### src/rtl/torus_pkg.sv
package torus_pkg;

    localparam int TOR_COLS = 4;
    localparam int TOR_ROWS = 4;
    localparam int DATA_W   = 32;
    localparam int XW       = (TOR_COLS > 1) ? $clog2(TOR_COLS) : 1;
    localparam int YW       = (TOR_ROWS > 1) ? $clog2(TOR_ROWS) : 1;
    localparam int FLIT_W   = 1 + XW + YW + DATA_W;

    typedef struct packed {
        logic              vld;
        logic [XW-1:0]     dx;
        logic [YW-1:0]     dy;
        logic [DATA_W-1:0] data;
    } flit_t;

    typedef enum logic [1:0] {GO_NONE, GO_EAST, GO_SOUTH, GO_EXIT} heading_e;
    typedef enum logic [1:0] {SRC_NONE, SRC_WEST, SRC_NORTH, SRC_INJ} src_e;

    function automatic heading_e heading_of(flit_t f, logic [XW-1:0] hx, logic [YW-1:0] hy);
        if (!f.vld)          return GO_NONE;
        else if (f.dx != hx) return GO_EAST;
        else if (f.dy != hy) return GO_SOUTH;
        else                 return GO_EXIT;
    endfunction

endpackage

### src/rtl/route_arbiter.sv
module route_arbiter
    import torus_pkg::*;
#(
    parameter int NODE_X = 0,
    parameter int NODE_Y = 0
) (
    input  flit_t w_f,
    input  flit_t n_f,
    input  flit_t i_f,
    output src_e  east_sel,
    output src_e  south_sel,
    output logic  south_home,
    output logic  inj_take
);
    localparam logic [XW-1:0] HX = XW'(NODE_X);
    localparam logic [YW-1:0] HY = YW'(NODE_Y);

    heading_e w_go, n_go, i_go;

    assign w_go = heading_of(w_f, HX, HY);
    assign n_go = heading_of(n_f, HX, HY);
    assign i_go = heading_of(i_f, HX, HY);

    always_comb begin
        east_sel   = SRC_NONE;
        south_sel  = SRC_NONE;
        south_home = 1'b0;
        inj_take   = 1'b0;
        // column ring traffic owns the south link
        if (n_f.vld) begin
            south_sel  = SRC_NORTH;
            south_home = (n_go == GO_EXIT);
        end else if (w_f.vld && w_go != GO_EAST) begin
            south_sel  = SRC_WEST;
            south_home = (w_go == GO_EXIT);
        end
        // west flit that did not win south rides on east (straight or deflected)
        if (w_f.vld && south_sel != SRC_WEST) begin
            east_sel = SRC_WEST;
        end
        // client fills only a slot left free
        if (i_f.vld) begin
            if (i_go == GO_EAST) begin
                if (east_sel == SRC_NONE) begin
                    east_sel = SRC_INJ;
                    inj_take = 1'b1;
                end
            end else if (south_sel == SRC_NONE) begin
                south_sel  = SRC_INJ;
                south_home = (i_go == GO_EXIT);
                inj_take   = 1'b1;
            end
        end
    end

endmodule

### src/rtl/link_reg.sv
module link_reg #(
    parameter int W = 8
) (
    input  logic         clk,
    input  logic         rst,
    input  logic [W-1:0] d,
    output logic [W-1:0] q
);
    always_ff @(posedge clk) begin
        if (rst) q <= '0;
        else     q <= d;
    end
endmodule

### src/rtl/torus_router.sv
module torus_router
    import torus_pkg::*;
#(
    parameter int NODE_X = 0,
    parameter int NODE_Y = 0
) (
    input  logic              clk,
    input  logic              rst,
    input  logic [FLIT_W-1:0] west_in,
    input  logic [FLIT_W-1:0] north_in,
    input  logic              north_exit,
    input  logic              inj_valid,
    input  logic [XW-1:0]     inj_dx,
    input  logic [YW-1:0]     inj_dy,
    input  logic [DATA_W-1:0] inj_data,
    output logic              inj_ready,
    output logic [FLIT_W-1:0] east_out,
    output logic [FLIT_W-1:0] south_out,
    output logic              south_exit
);
    localparam logic [XW-1:0] HX = XW'(NODE_X);
    localparam logic [YW-1:0] HY = YW'(NODE_Y);

    flit_t w_f, n_f, i_f, e_nx, s_nx, e_f, s_f;
    src_e  east_sel, south_sel;
    logic  south_home, inj_take;
    logic [FLIT_W:0] s_q;

    assign w_f = flit_t'(west_in);

    always_comb begin
        n_f     = flit_t'(north_in);
        n_f.vld = n_f.vld & ~north_exit;   // delivered slot is free again
    end

    assign i_f = '{vld: inj_valid, dx: inj_dx, dy: inj_dy, data: inj_data};

    route_arbiter #(.NODE_X(NODE_X), .NODE_Y(NODE_Y)) u_arb (
        .w_f        (w_f),
        .n_f        (n_f),
        .i_f        (i_f),
        .east_sel   (east_sel),
        .south_sel  (south_sel),
        .south_home (south_home),
        .inj_take   (inj_take)
    );

    always_comb begin
        case (east_sel)
            SRC_WEST: e_nx = w_f;
            SRC_INJ:  e_nx = i_f;
            default:  e_nx = '0;
        endcase
        case (south_sel)
            SRC_WEST:  s_nx = w_f;
            SRC_NORTH: s_nx = n_f;
            SRC_INJ:   s_nx = i_f;
            default:   s_nx = '0;
        endcase
    end

    link_reg #(.W(FLIT_W)) u_east (
        .clk (clk),
        .rst (rst),
        .d   (e_nx),
        .q   (east_out)
    );

    link_reg #(.W(FLIT_W + 1)) u_south (
        .clk (clk),
        .rst (rst),
        .d   ({s_nx, south_home}),
        .q   (s_q)
    );

    assign south_out  = s_q[FLIT_W:1];
    assign south_exit = s_q[0];
    assign inj_ready  = inj_take;

    assign e_f = flit_t'(east_out);
    assign s_f = flit_t'(south_out);

    AST_FLIT_CONSERVE: assert property (@(posedge clk) disable iff (rst)
        1'b1 |=> ($countones({e_f.vld, s_f.vld}) ==
                  $past($countones({w_f.vld, n_f.vld, inj_take}))));

    AST_ONE_SEAT: assert property (@(posedge clk) disable iff (rst)
        !(east_sel == south_sel && east_sel != SRC_NONE));

    AST_NORTH_KEEPS_SOUTH: assert property (@(posedge clk) disable iff (rst)
        n_f.vld |=> (s_f.vld && s_f.data == $past(n_f.data) && s_f.dy == $past(n_f.dy)));

    AST_EXIT_HOME: assert property (@(posedge clk) disable iff (rst)
        south_exit |-> (s_f.vld && s_f.dx == HX && s_f.dy == HY));

    AST_INJ_YIELDS: assert property (@(posedge clk) disable iff (rst)
        inj_ready |-> (inj_valid && !(w_f.vld && n_f.vld)));

endmodule

### config.mk
export PLATFORM = sky130hd
export DESIGN_NAME = torus_router
export DESIGN_NICKNAME = d
export VERILOG_FILES = /design/src/rtl/torus_pkg.sv /design/src/rtl/route_arbiter.sv /design/src/rtl/link_reg.sv /design/src/rtl/torus_router.sv
export SDC_FILE = /design/constraint.sdc
export NUM_CORES = 1
export LEC_CHECK = 0
export BUFFER_PORTS_ARGS = -buffer_cell sky130_fd_sc_hd__buf_2
export CAP_MARGIN = 25
export CORE_ASPECT_RATIO = 0.9
export CORE_MARGIN = 2
export CORE_UTILIZATION = 46
export DETAILED_ROUTE_END_ITERATION = 12
export PLACE_DENSITY = 0.85
export SLEW_MARGIN = 10
export SYNTH_ARGS = -nofsm -noshare
export SYNTH_HDL_FRONTEND = slang
export SYNTH_SLANG_ARGS = --single-unit
### constraint.sdc
create_clock -name clk -period 6.6 [get_ports clk]
set_input_delay 1.65 -clock clk [delete_from_list [all_inputs] [get_ports clk]]
set_output_delay 1.65 -clock clk [all_outputs]
set_load 0.05 [all_outputs]
# --- After elaboration in Yosys (flattened, before gate mapping) ---
# Index checks and enable logic that the tools add are counted.
classes:
  eq_ne: 11
  n_bitwise: 2
  reduce_logical: 10
  muxes: 29
ops:
  columns: ["op", "count"]
  rows:
  - ["$pmux W37 S3", 1]
  - ["$pmux W37 S2", 1]
  - ["$mux W2", 13]
  - ["$mux W1", 14]
  - ["$eq A2 B2 Y1 const B", 6]
  - ["$reduce_bool A2 Y1", 6]
  - ["$eq A2 B1 Y1 const B", 3]
  - ["$logic_not A2 Y1", 2]
  - ["$ne A2 B1 Y1 const B", 2]
  - ["$logic_and A1 B1 Y1", 2]
  - ["$and A1 B1 Y1", 1]
  - ["$not A1 Y1", 1]
totals:
  out_inout_bits: 76
  inputBits: 114
  ff_bits: 75

# --- Depth between registers and ports, before layout ---
# Gate-level depths: netlist (run 1).
depth:
  ltp_word: 17
  ltp_mapped: 6
  mapped_depth_nobuf: 4

# --- By module ---
# A second synthesis (run 1) with hierarchy kept.
hier_totals:
  cells_unflattened: 343
  hier_area_um2: 3961.3
modules_own_cells:
  columns: ["module", "seq_area_each_um2", "area_per_inst_um2", "cells_each", "instances"]
  rows:
  - ["torus_router", 0.0, 1620.3, 170, 1]
  - ["link_reg at u_south", 760.7, 1212.4, 80, 1]
  - ["link_reg at u_east", 740.7, 1023.5, 77, 1]
  - ["route_arbiter", 0.0, 105.1, 16, 1]

# --- Least setup slack after synthesis (run 1) ---
# No wires, ideal clock.
synth_path:
  kind: "input to output"
  startpoint: "input north_exit"
  endpoint: "output inj_ready"
  path_buffers: 2
  arrival_ns: 3.119
  path_slack_ns: 1.831
  path_stages: 5
  path_cell_list: "nand2b_1 -> buf_2 -> a21boi_1 -> clkbuf_1 -> o22ai_1"
synth_between:
  elab_chain_len: 10
synth_rtl:
  columns: ["element", "line", "text"]
  rows:
  - ["start: declaration", "torus_router.sv:11", "input logic north_exit,"]
  - ["$not A1 Y1 (*)", "torus_router.sv:33", "n_f.vld = n_f.vld & ~north_exit;"]
  - ["$and A1 B1 Y1 (*)", "torus_router.sv:33", null]
  - ["$mux W2 (*)", "route_arbiter.sv:30", "if (n_f.vld) begin"]
  - ["$ne A2 B1 Y1", "route_arbiter.sv:38", "if (w_f.vld && south_sel != SRC_WEST) begin"]
  - ["$logic_and A1 B1 Y1", "route_arbiter.sv:38", null]
  - ["$mux W1", "route_arbiter.sv:38", null]
  - ["$logic_not A2 Y1", "route_arbiter.sv:44", "if (east_sel == SRC_NONE) begin"]
  - ["$mux W1", "route_arbiter.sv:44", null]
  - ["$mux W1 (*)", "route_arbiter.sv:43", "if (i_go == GO_EAST) begin"]
  - ["$mux W1 (*)", "route_arbiter.sv:42", "if (i_f.vld) begin"]
  - ["end: declaration", "torus_router.sv:16", "output logic inj_ready,"]
# Mark *: on every way between the ends. The rest lies on a longest branch, timed or not.

# --- Worst setup path after layout (run 1) ---
# Ends and elaborated chain as after synthesis.

==> metrics.log, run 1 <==
[metrics] Synth Warn #: 0
[metrics] area delta synth->final: 38.1%
[metrics] final antenna diode count: 0
[metrics] synthesized-area fraction occupied by adder cells: 0
[metrics] routed via count: 3,517
[metrics] number of buffers added by the clock tree synthesis step: 9
[metrics] initial DRC count: around 220
[metrics] final-layout fill cell count: between 500 and 600
[metrics] cts hold-fix bufs: 0
[metrics] Top Layer Used: met4
[metrics] Bufs on Longest Clock Path: 2
[metrics] layout cell share with drive strength beyond 1: 0.444
[metrics] endpoint with the worst hold slack: u_east.q[27]
[metrics] largest net degree at the start of global routing: 42
[metrics] multiplexer fraction of the synthesized cell area: 0
[metrics] RSZ-0062 raised after global routing: false
[metrics] buffer count from post-CTS setup fixing: 0
[metrics] combinational family with the most area after synthesis: compound AO/OA/AOI/OAI gates
[metrics] simple-gate share of the synthesized area: 0.205
[metrics] number of failing setup endpoints in the final timing report: 0
[metrics] clock root buffer: sky130_fd_sc_hd__clkbuf_8
[metrics] Slew Limit Headroom: 0.362
[metrics] slew at the pin closest to its max-slew limit: ~0.96 ns
[metrics] mapped cell area: around 3100 um2
[metrics] number of max-slew violations in the final report: 0
[metrics] clock tree from TritonCTS: built
[metrics] Metal-1 WL: 4.20 mm
[metrics] overall routing resource usage: 0.285
[metrics] status: complete, no violations
[metrics] largest fanout on the critical path: 16
[metrics] Placer Congestion: 0.815
[metrics] Max-cap violations: 0
[metrics] hold path start: west_in[27]
[metrics] average wire length per cell after detail routing: around 17 um
[metrics] number of vias per cell after detailed routing: 5.48
[metrics] share of the cycle needed by the critical path after routing: 0.713
[metrics] first-pass GRT wire length: approximately 17 mm
[metrics] sequential element share of the synthesized area: 0.479
[metrics] count of endpoints failing hold in the final timing report: 0
[metrics] total I/O pin count: between 150 and 200
[metrics] Critical Path Sink Type: primary output
[metrics] antenna violations before repair: 0
[metrics] worst min path class: primary input to register
[metrics] starting density of the core: 0.476
[metrics] parity-gate share of the synthesized area counting xor and xnor cells: 0
[metrics] Netlist cell types: 25
[metrics] Seq cells post-synth: 75
[metrics] vertical extent of the die: around 82 um
[metrics] count of input and output buffers: 189
[metrics] clock slew at the register clock pins of the worst setup and hold paths: 0.08 ns
[metrics] top library cells by usage in the layout, fill and taps aside: sky130_fd_sc_hd__buf_2 (189), sky130_fd_sc_hd__dfxtp_1 (75), sky130_fd_sc_hd__a21oi_1 (71)
[metrics] VDD IR max: 0.129 mV
[metrics] final global-route overflow total: 0
[metrics] placed cell count: 626
[metrics] power density over the cells: 262 nW/um2
[metrics] std cell rows: 28
[metrics] mean instance size in the synthesized netlist: between 8 and 9 um2
[metrics] setup TNS: 0 ns
[metrics] post-synthesis compound-gate area fraction: 0.262
[metrics] WS Path Type: primary input to primary output
[metrics] final HPWL from detailed placement: 7.29 mm
[metrics] Tmin final: 4.71 ns
[metrics] met3 wirelength from detailed routing: between 800 and 900 um
[metrics] Worst EP required: 4.95 ns
[metrics] count of H-tree levels built during CTS: 3
[metrics] post-synthesis net count: 489
[metrics] Hold Crit Depth: 3
[metrics] number of instances in the synthesized netlist: 375
[metrics] post-route DRC violation count: 0
[metrics] Met2 Wirelength: 5.39 mm
[metrics] Worst Path Arrival: 3.06 ns
[metrics] post-detailed-routing wire length: 10.7 mm
[metrics] core box area: 6590 um2
[metrics] number of clock sinks: 75
[metrics] maximum clock rate: 0.212 GHz
[metrics] most common cell after layout, fill and taps aside: sky130_fd_sc_hd__buf_2
[metrics] # nets final: 661
[metrics] post-cts gate resize count: 0
[metrics] antenna violation net count after detailed routing: 0
[metrics] count of non-filler cells in the finished layout: 642
[metrics] die area: between 7000 and 8000 um2
[metrics] Lkg Pwr: ~2.1 nW
[metrics] CP Launch Type: primary input
[metrics] number of global-route vias before repair: 3,435
[metrics] width of the die: 91.0 um
[metrics] detailed-routing iteration count for the pre-antenna-repair pass: 4
per-stage QoR:
stage / hold WS [ns] / util / instance area (um2) / setup slack [ns] / total power (W)
CTS: 1.53 / 0.658 / 4330 / 1.88 / 0.00114
floorplan: 1.78 / - / 3140 / 1.83 / 0.000672
detailed placement: 1.91 / 0.625 / 4120 / 1.94 / 0.000761
finish: 1.55 / 0.658 / 4330 / 1.89 / 0.00114
global route: 1.53 / 0.658 / 4330 / 1.84 / 0.00118
global placement: 1.91 / 0.622 / 4100 / 1.99 / 0.000754
power breakdown:
part           switching [W]  total, W  leakage [nW]  internal, W
Sequential        0.00000727  0.000486         0.617     0.000478
Combinational       0.000193  0.000268          1.39    0.0000746
Clock               0.000169  0.000383         0.111     0.000214
Total               0.000370   0.00114          2.12     0.000767
cell usage after synthesis, drive strengths merged:
master / instances / area (um2)
a211oi: 34 / 400
nand2: 70 / 263
a21oi: 71 / 355
buf: 11 / 75.1
nor3b: 2 / 15.0
and2: 1 / 6.26
nand3: 34 / 170
clkbuf: 24 / 90.1
inv: 1 / 3.75
o21ai: 1 / 5.00
nor2: 38 / 143
nor2b: 2 / 12.5
dfxtp: 75 / 1500
a21boi: 1 / 7.51
o22ai: 1 / 6.26
a32oi: 2 / 17.5
nor4: 2 / 12.5
nand2b: 1 / 6.26
o31ai: 1 / 21.3
or3b: 1 / 8.76
or4: 1 / 7.51
a31o: 1 / 8.76
registers in the layout, summed over array words and instances (netlist names):
name and cells:
u_east.q 37, u_south.q 38
cell type report:
class | instances | area, um2 | share of cell area
Multi-Input combinational cell | 264 | 1490 | 0.343
Clock inverter | 6 | 87.6 | 0.0202
Tap cell | 90 | 113 | 0.0260
Sequential cell | 75 | 1500 | 0.347
Clock buffer | 10 | 128 | 0.0295
Timing Repair Buffer | 196 | 1010 | 0.233
Inverter | 1 | 3.75 | 0.000867
cells by family (layout without fill, tap and decap cells):
family	count (synthesis)	count (layout)
buffers and inverters	36	213
AOI/OAI and AO/OA	112	112
DFF	75	75
and+or+nand+nor	152	152
worst max-delay path by stage:
stage                from   endpoint  slack (ns)  cells after the start
2_1_floorplan  north_exit  inj_ready        1.83                      5
3_3_place_gp   north_exit  inj_ready        1.99                      5
3_5_place_dp   north_exit  inj_ready        1.94                      5
4_1_cts        north_exit  inj_ready        1.88                      5
5_1_grt        north_exit  inj_ready        1.84                      5
6_report       north_exit  inj_ready        1.89                      5
worst max-delay path, cell delays in order:
cell	delay [ns]
sky130_fd_sc_hd__buf_2	0.11
sky130_fd_sc_hd__nand2b_1	0.69
sky130_fd_sc_hd__nand2_1	0.16
sky130_fd_sc_hd__o22ai_1	0.17
sky130_fd_sc_hd__buf_2	0.28
metal layers:
metal / vias up / GRT usage
met5: - / 0
met4: 0 / 0.132
met3: 20 / 0.0681
met2: 208 / 0.511
met1: 1652 / 0.328
li1: 1637 / -
Note: power is estimated with default switching activity, not from simulation.
==> run 2: changes to the inputs <==
- ABC_AREA: unset -> 1
- CORE_UTILIZATION: 46 -> 45
- PLACE_DENSITY: 0.85 -> 0.8
- clock period: 6.6 -> 4.4 ns (I/O delays scaled with it)
==> run 2 against run 1 <==
Net effect:
- critical path depth up 3
- core utilization down 3.9 points
- largest cell class is now multi-input combinational cells
- synthesized cell count up 31%
- hold slack worse by 0.53 ns
- final area up 8.3%
- sequential cell count unchanged
==> metrics.log, run 2 <==
[metrics] status: complete, no violations
[metrics] net switching power: 0.000562 W (+52%)
[metrics] antenna violation net count after detailed routing: 0 (unchanged)
[metrics] Largest register FFs: 38 (unchanged)
[metrics] number of instances in the synthesized netlist: 491 (+31%)
[metrics] CP max-delay cell: sky130_fd_sc_hd__nand2_2
[metrics] share of the cycle needed by the critical path after routing: 0.741
[metrics] count of H-tree levels built during CTS: 3 (unchanged)
[metrics] number of enable flip-flop cells after synthesis: 0 (unchanged)
[metrics] Lkg Pwr: 2.47 nW (+16%)
[metrics] first-pass GRT wire length: 17.1 mm (+2.7%)
[metrics] synthesized-area fraction occupied by adder cells: 0 (unchanged)
[metrics] Slew Limit Headroom: 0.354 (-0.00716)
[metrics] sequential element share of the synthesized area: 0.426 (-0.0531)
[metrics] final HPWL from detailed placement: 7.21 mm (-1.1%)
[metrics] cts hold-fix bufs: 0 (unchanged)
[metrics] Critical Path Sink Type: primary output
[metrics] post-route DRC violation count: 0 (unchanged)
[metrics] number of max-slew violations in the final report: 0 (unchanged)
[metrics] CP Launch Type: primary input
[metrics] number of global-route vias before repair: 3,715 (+8.2%)
[metrics] power density over the cells: 376 nW/um2 (+43%)
[metrics] vertical extent of the die: 88.0 um (+6.9%)
[metrics] top flop regs: u_south.q: 38 flops, u_east.q: 37 flops
[metrics] Synth Warn #: 0 (unchanged)
[metrics] Worst EP required: 3.30 ns (-1.65 ns)
[metrics] VDD IR max: 0.240 mV (+85%)
[metrics] final-layout fill cell count: 731 (+22%)
[metrics] parity-gate share of the synthesized area counting xor and xnor cells: 0 (unchanged)
[metrics] Slowest Stage Delay on Critical Path: 0.31 ns (-0.38 ns)
[metrics] Netlist cell types: 18 (-28%)
[metrics] worst min path class: primary input to register
[metrics] count of input and output buffers: 189 (unchanged)
[metrics] number of failing setup endpoints in the final timing report: 0 (unchanged)
[metrics] top post-synthesis cells by area: sky130_fd_sc_hd__dfxtp_1 (43%), sky130_fd_sc_hd__nor2_1 (12%), sky130_fd_sc_hd__a21oi_1 (8.8%)
[metrics] buffer count from post-CTS setup fixing: 0 (unchanged)
[metrics] post-synthesis compound-gate area fraction: 0.112 (-0.150)
[metrics] largest fanout on the critical path: 21 (+5)
[metrics] number of clock sinks: 75 (unchanged)
[metrics] post-synth top area share: 0.426 (-0.0531)
[metrics] antenna violations before repair: 0 (unchanged)
[metrics] top-count cell post-synth: sky130_fd_sc_hd__nor2_1
[metrics] top cells by instance count after synthesis: sky130_fd_sc_hd__nor2_1 (110), sky130_fd_sc_hd__dfxtp_1 (75), sky130_fd_sc_hd__inv_1 (71)
[metrics] largest net degree at the start of global routing: 69 (+64%)
[metrics] top library cells by usage in the layout, fill and taps aside: sky130_fd_sc_hd__buf_2 (189), sky130_fd_sc_hd__nor2_1 (110), sky130_fd_sc_hd__dfxtp_1 (75)
[metrics] initial DRC count: 244 (+12%)
[metrics] most common cell after layout, fill and taps aside: sky130_fd_sc_hd__buf_2
[metrics] setup TNS: 0 ns (unchanged)
[metrics] area delta synth->final: 32.9%
[metrics] Clock power frac: 0.375 (+0.038)
[metrics] mapped cell area: 3530 um2 (+12%)
[metrics] Tmin final: about 3.3 ns
[metrics] core box area: 7580 um2 (+15%)
[metrics] simple-gate share of the synthesized area: 0.325 (+0.119)
[metrics] slew at the pin closest to its max-slew limit: 0.968 ns (+0.0128 ns)
[metrics] number of buffer and inverter instances along the worst setup path: 3 (+1)
[metrics] Max-cap violations: 0 (unchanged)
[metrics] final antenna diode count: 0 (unchanged)
[metrics] Top delay family on crit path: simple AND/OR/NAND/NOR gates
[metrics] Placer Congestion: 0.844 (+3.5%)
[metrics] worst hold margin: 1.01 ns (-0.534 ns)
[metrics] maximum clock rate: 0.307 GHz
[metrics] number of vias per cell after detailed routing: 5.27 (-3.8%)
[metrics] Post-synth top flop: sky130_fd_sc_hd__dfxtp_1
[metrics] cell type with the highest aggregate area in the netlist: sky130_fd_sc_hd__dfxtp_1
[metrics] Bufs on Longest Clock Path: 2 (unchanged)
[metrics] number of buffers added by the clock tree synthesis step: 9 (unchanged)
[metrics] detailed-routing iteration count for the pre-antenna-repair pass: 4 (unchanged)
[metrics] overall routing resource usage: 0.245 (-0.0402)
[metrics] cell internal power dissipation: 0.00120 W (+57%)
[metrics] total I/O pin count: 190 (unchanged)
[metrics] post-cts gate resize count: 0 (unchanged)
[metrics] Seq cells post-synth: 75 (unchanged)
[metrics] starting density of the core: 0.465 (-0.0109)
[metrics] Comb pwr share: 0.215 (-0.020)
[metrics] std cell rows: 30 (+7.1%)
[metrics] mean instance size in the synthesized netlist: 7.19 um2 (-14%)
[metrics] async set-or-reset flop fraction in the synthesized netlist: 0 (unchanged)
[metrics] final global-route overflow total: 0 (unchanged)
[metrics] Worst Path Arrival: 2.16 ns (-0.90 ns)
[metrics] cells traversed along the worst timing path: buf_2 > inv_1 > nand2_2 > nand3_2 > nand2_2 > nand2_1 > nand2_1 > buf_2
[metrics] WS Path Type: primary input to primary output
[metrics] Net Sw Frac: 0.319 (-0.00642)
[metrics] clock slew at the register clock pins of the worst setup and hold paths: 0.08 ns (about the same)
[metrics] average wire length per cell after detail routing: 14.4 um (-14%)
[metrics] die area: 8570 um2 (+14%)
[metrics] count of endpoints failing hold in the final timing report: 0 (unchanged)
[metrics] width of the die: 97.3 um (+6.9%)
[metrics] RSZ-0062 raised after global routing: false
[metrics] combinational family with the most area after synthesis: simple AND/OR/NAND/NOR gates
[metrics] post-detailed-routing wire length: 10.9 mm (+2.4%)
[metrics] routed via count: 4,004 (+14%)
[metrics] post-synthesis net count: 605 (+24%)
[metrics] # nets final: 773 (+17%)
[metrics] register ranked first by flip-flop count: u_south.q
[metrics] layout cell share with drive strength beyond 1: 0.358 (-0.0854)
[metrics] clock root buffer: sky130_fd_sc_hd__clkbuf_8
[metrics] register share of total power: 0.410 (-0.017)
[metrics] multiplexer fraction of the synthesized cell area: 0 (unchanged)
[metrics] clock tree from TritonCTS: built
[run 2: cell types whose count changed in the layout (fill, tap and decap cells not counted), moves of 11 or more]
cell / change
sky130_fd_sc_hd__a211oi_2: -29
sky130_fd_sc_hd__inv_1: +70
sky130_fd_sc_hd__nand2_1: -63
sky130_fd_sc_hd__nand3_1: +28
sky130_fd_sc_hd__nand3_2: +11
sky130_fd_sc_hd__nand4_1: +36
sky130_fd_sc_hd__nor2_1: +72
[run 2: worst paths after layout]
path,from,to,slack [ns],cells past startpoint
worst max-delay path,north_exit,inj_ready,1.14,8
worst min-delay path,inj_data[8],u_east.q[8],1.01,3
[run 2: stage by stage]
stage	setup slack (ns)	cell area [um2]	power (W)	util	std cells
CTS	1.14	4690	0.00177	0.618	760
global route	1.03	4690	0.00184	0.618	760
finish	1.14	4690	0.00176	0.618	760
detailed placement	1.14	4440	0.00112	0.586	744
global placement	1.17	4440	0.00111	0.586	744
floorplan	1.28	3530	0.000996	-	491
[run 2: kinds of logic (layout without fill, tap and decap cells)]
family / after synthesis / after routing
flops: 75 / 75
buf+inv: 111 / 284
simple gates: 233 / 233
compound gates: 72 / 72
[run 2: metal layers]
layer / track usage / vias to the layer above / routed length, um
met5: 0 / - / 0
met4: 0.0934 / 0 / 204
met3: 0.0646 / 22 / 970
met2: 0.418 / 207 / 5240
met1: 0.302 / 1843 / 4510
li1: - / 1932 / -
[run 2: area by class of cell]
type | instances | area (um2) | area share
well taps | 96 | 120 | 0.0256
clock buffers | 9 | 124 | 0.0264
clock inverters | 7 | 124 | 0.0264
flip-flops and latches | 75 | 1500 | 0.320
multi-input cells | 305 | 1550 | 0.330
repair buffers | 197 | 1010 | 0.215
inverters | 71 | 267 | 0.0568
[run 2: power by group through the flow]
stage	registers [W]	clock network (W)	logic, W
global route	0.000727	0.000703	0.000406
global placement	0.000739	0	0.000372
CTS	0.000724	0.000672	0.000378
floorplan	0.000867	0	0.000129
finish	0.000724	0.000662	0.000379
detailed placement	0.000739	0	0.000378
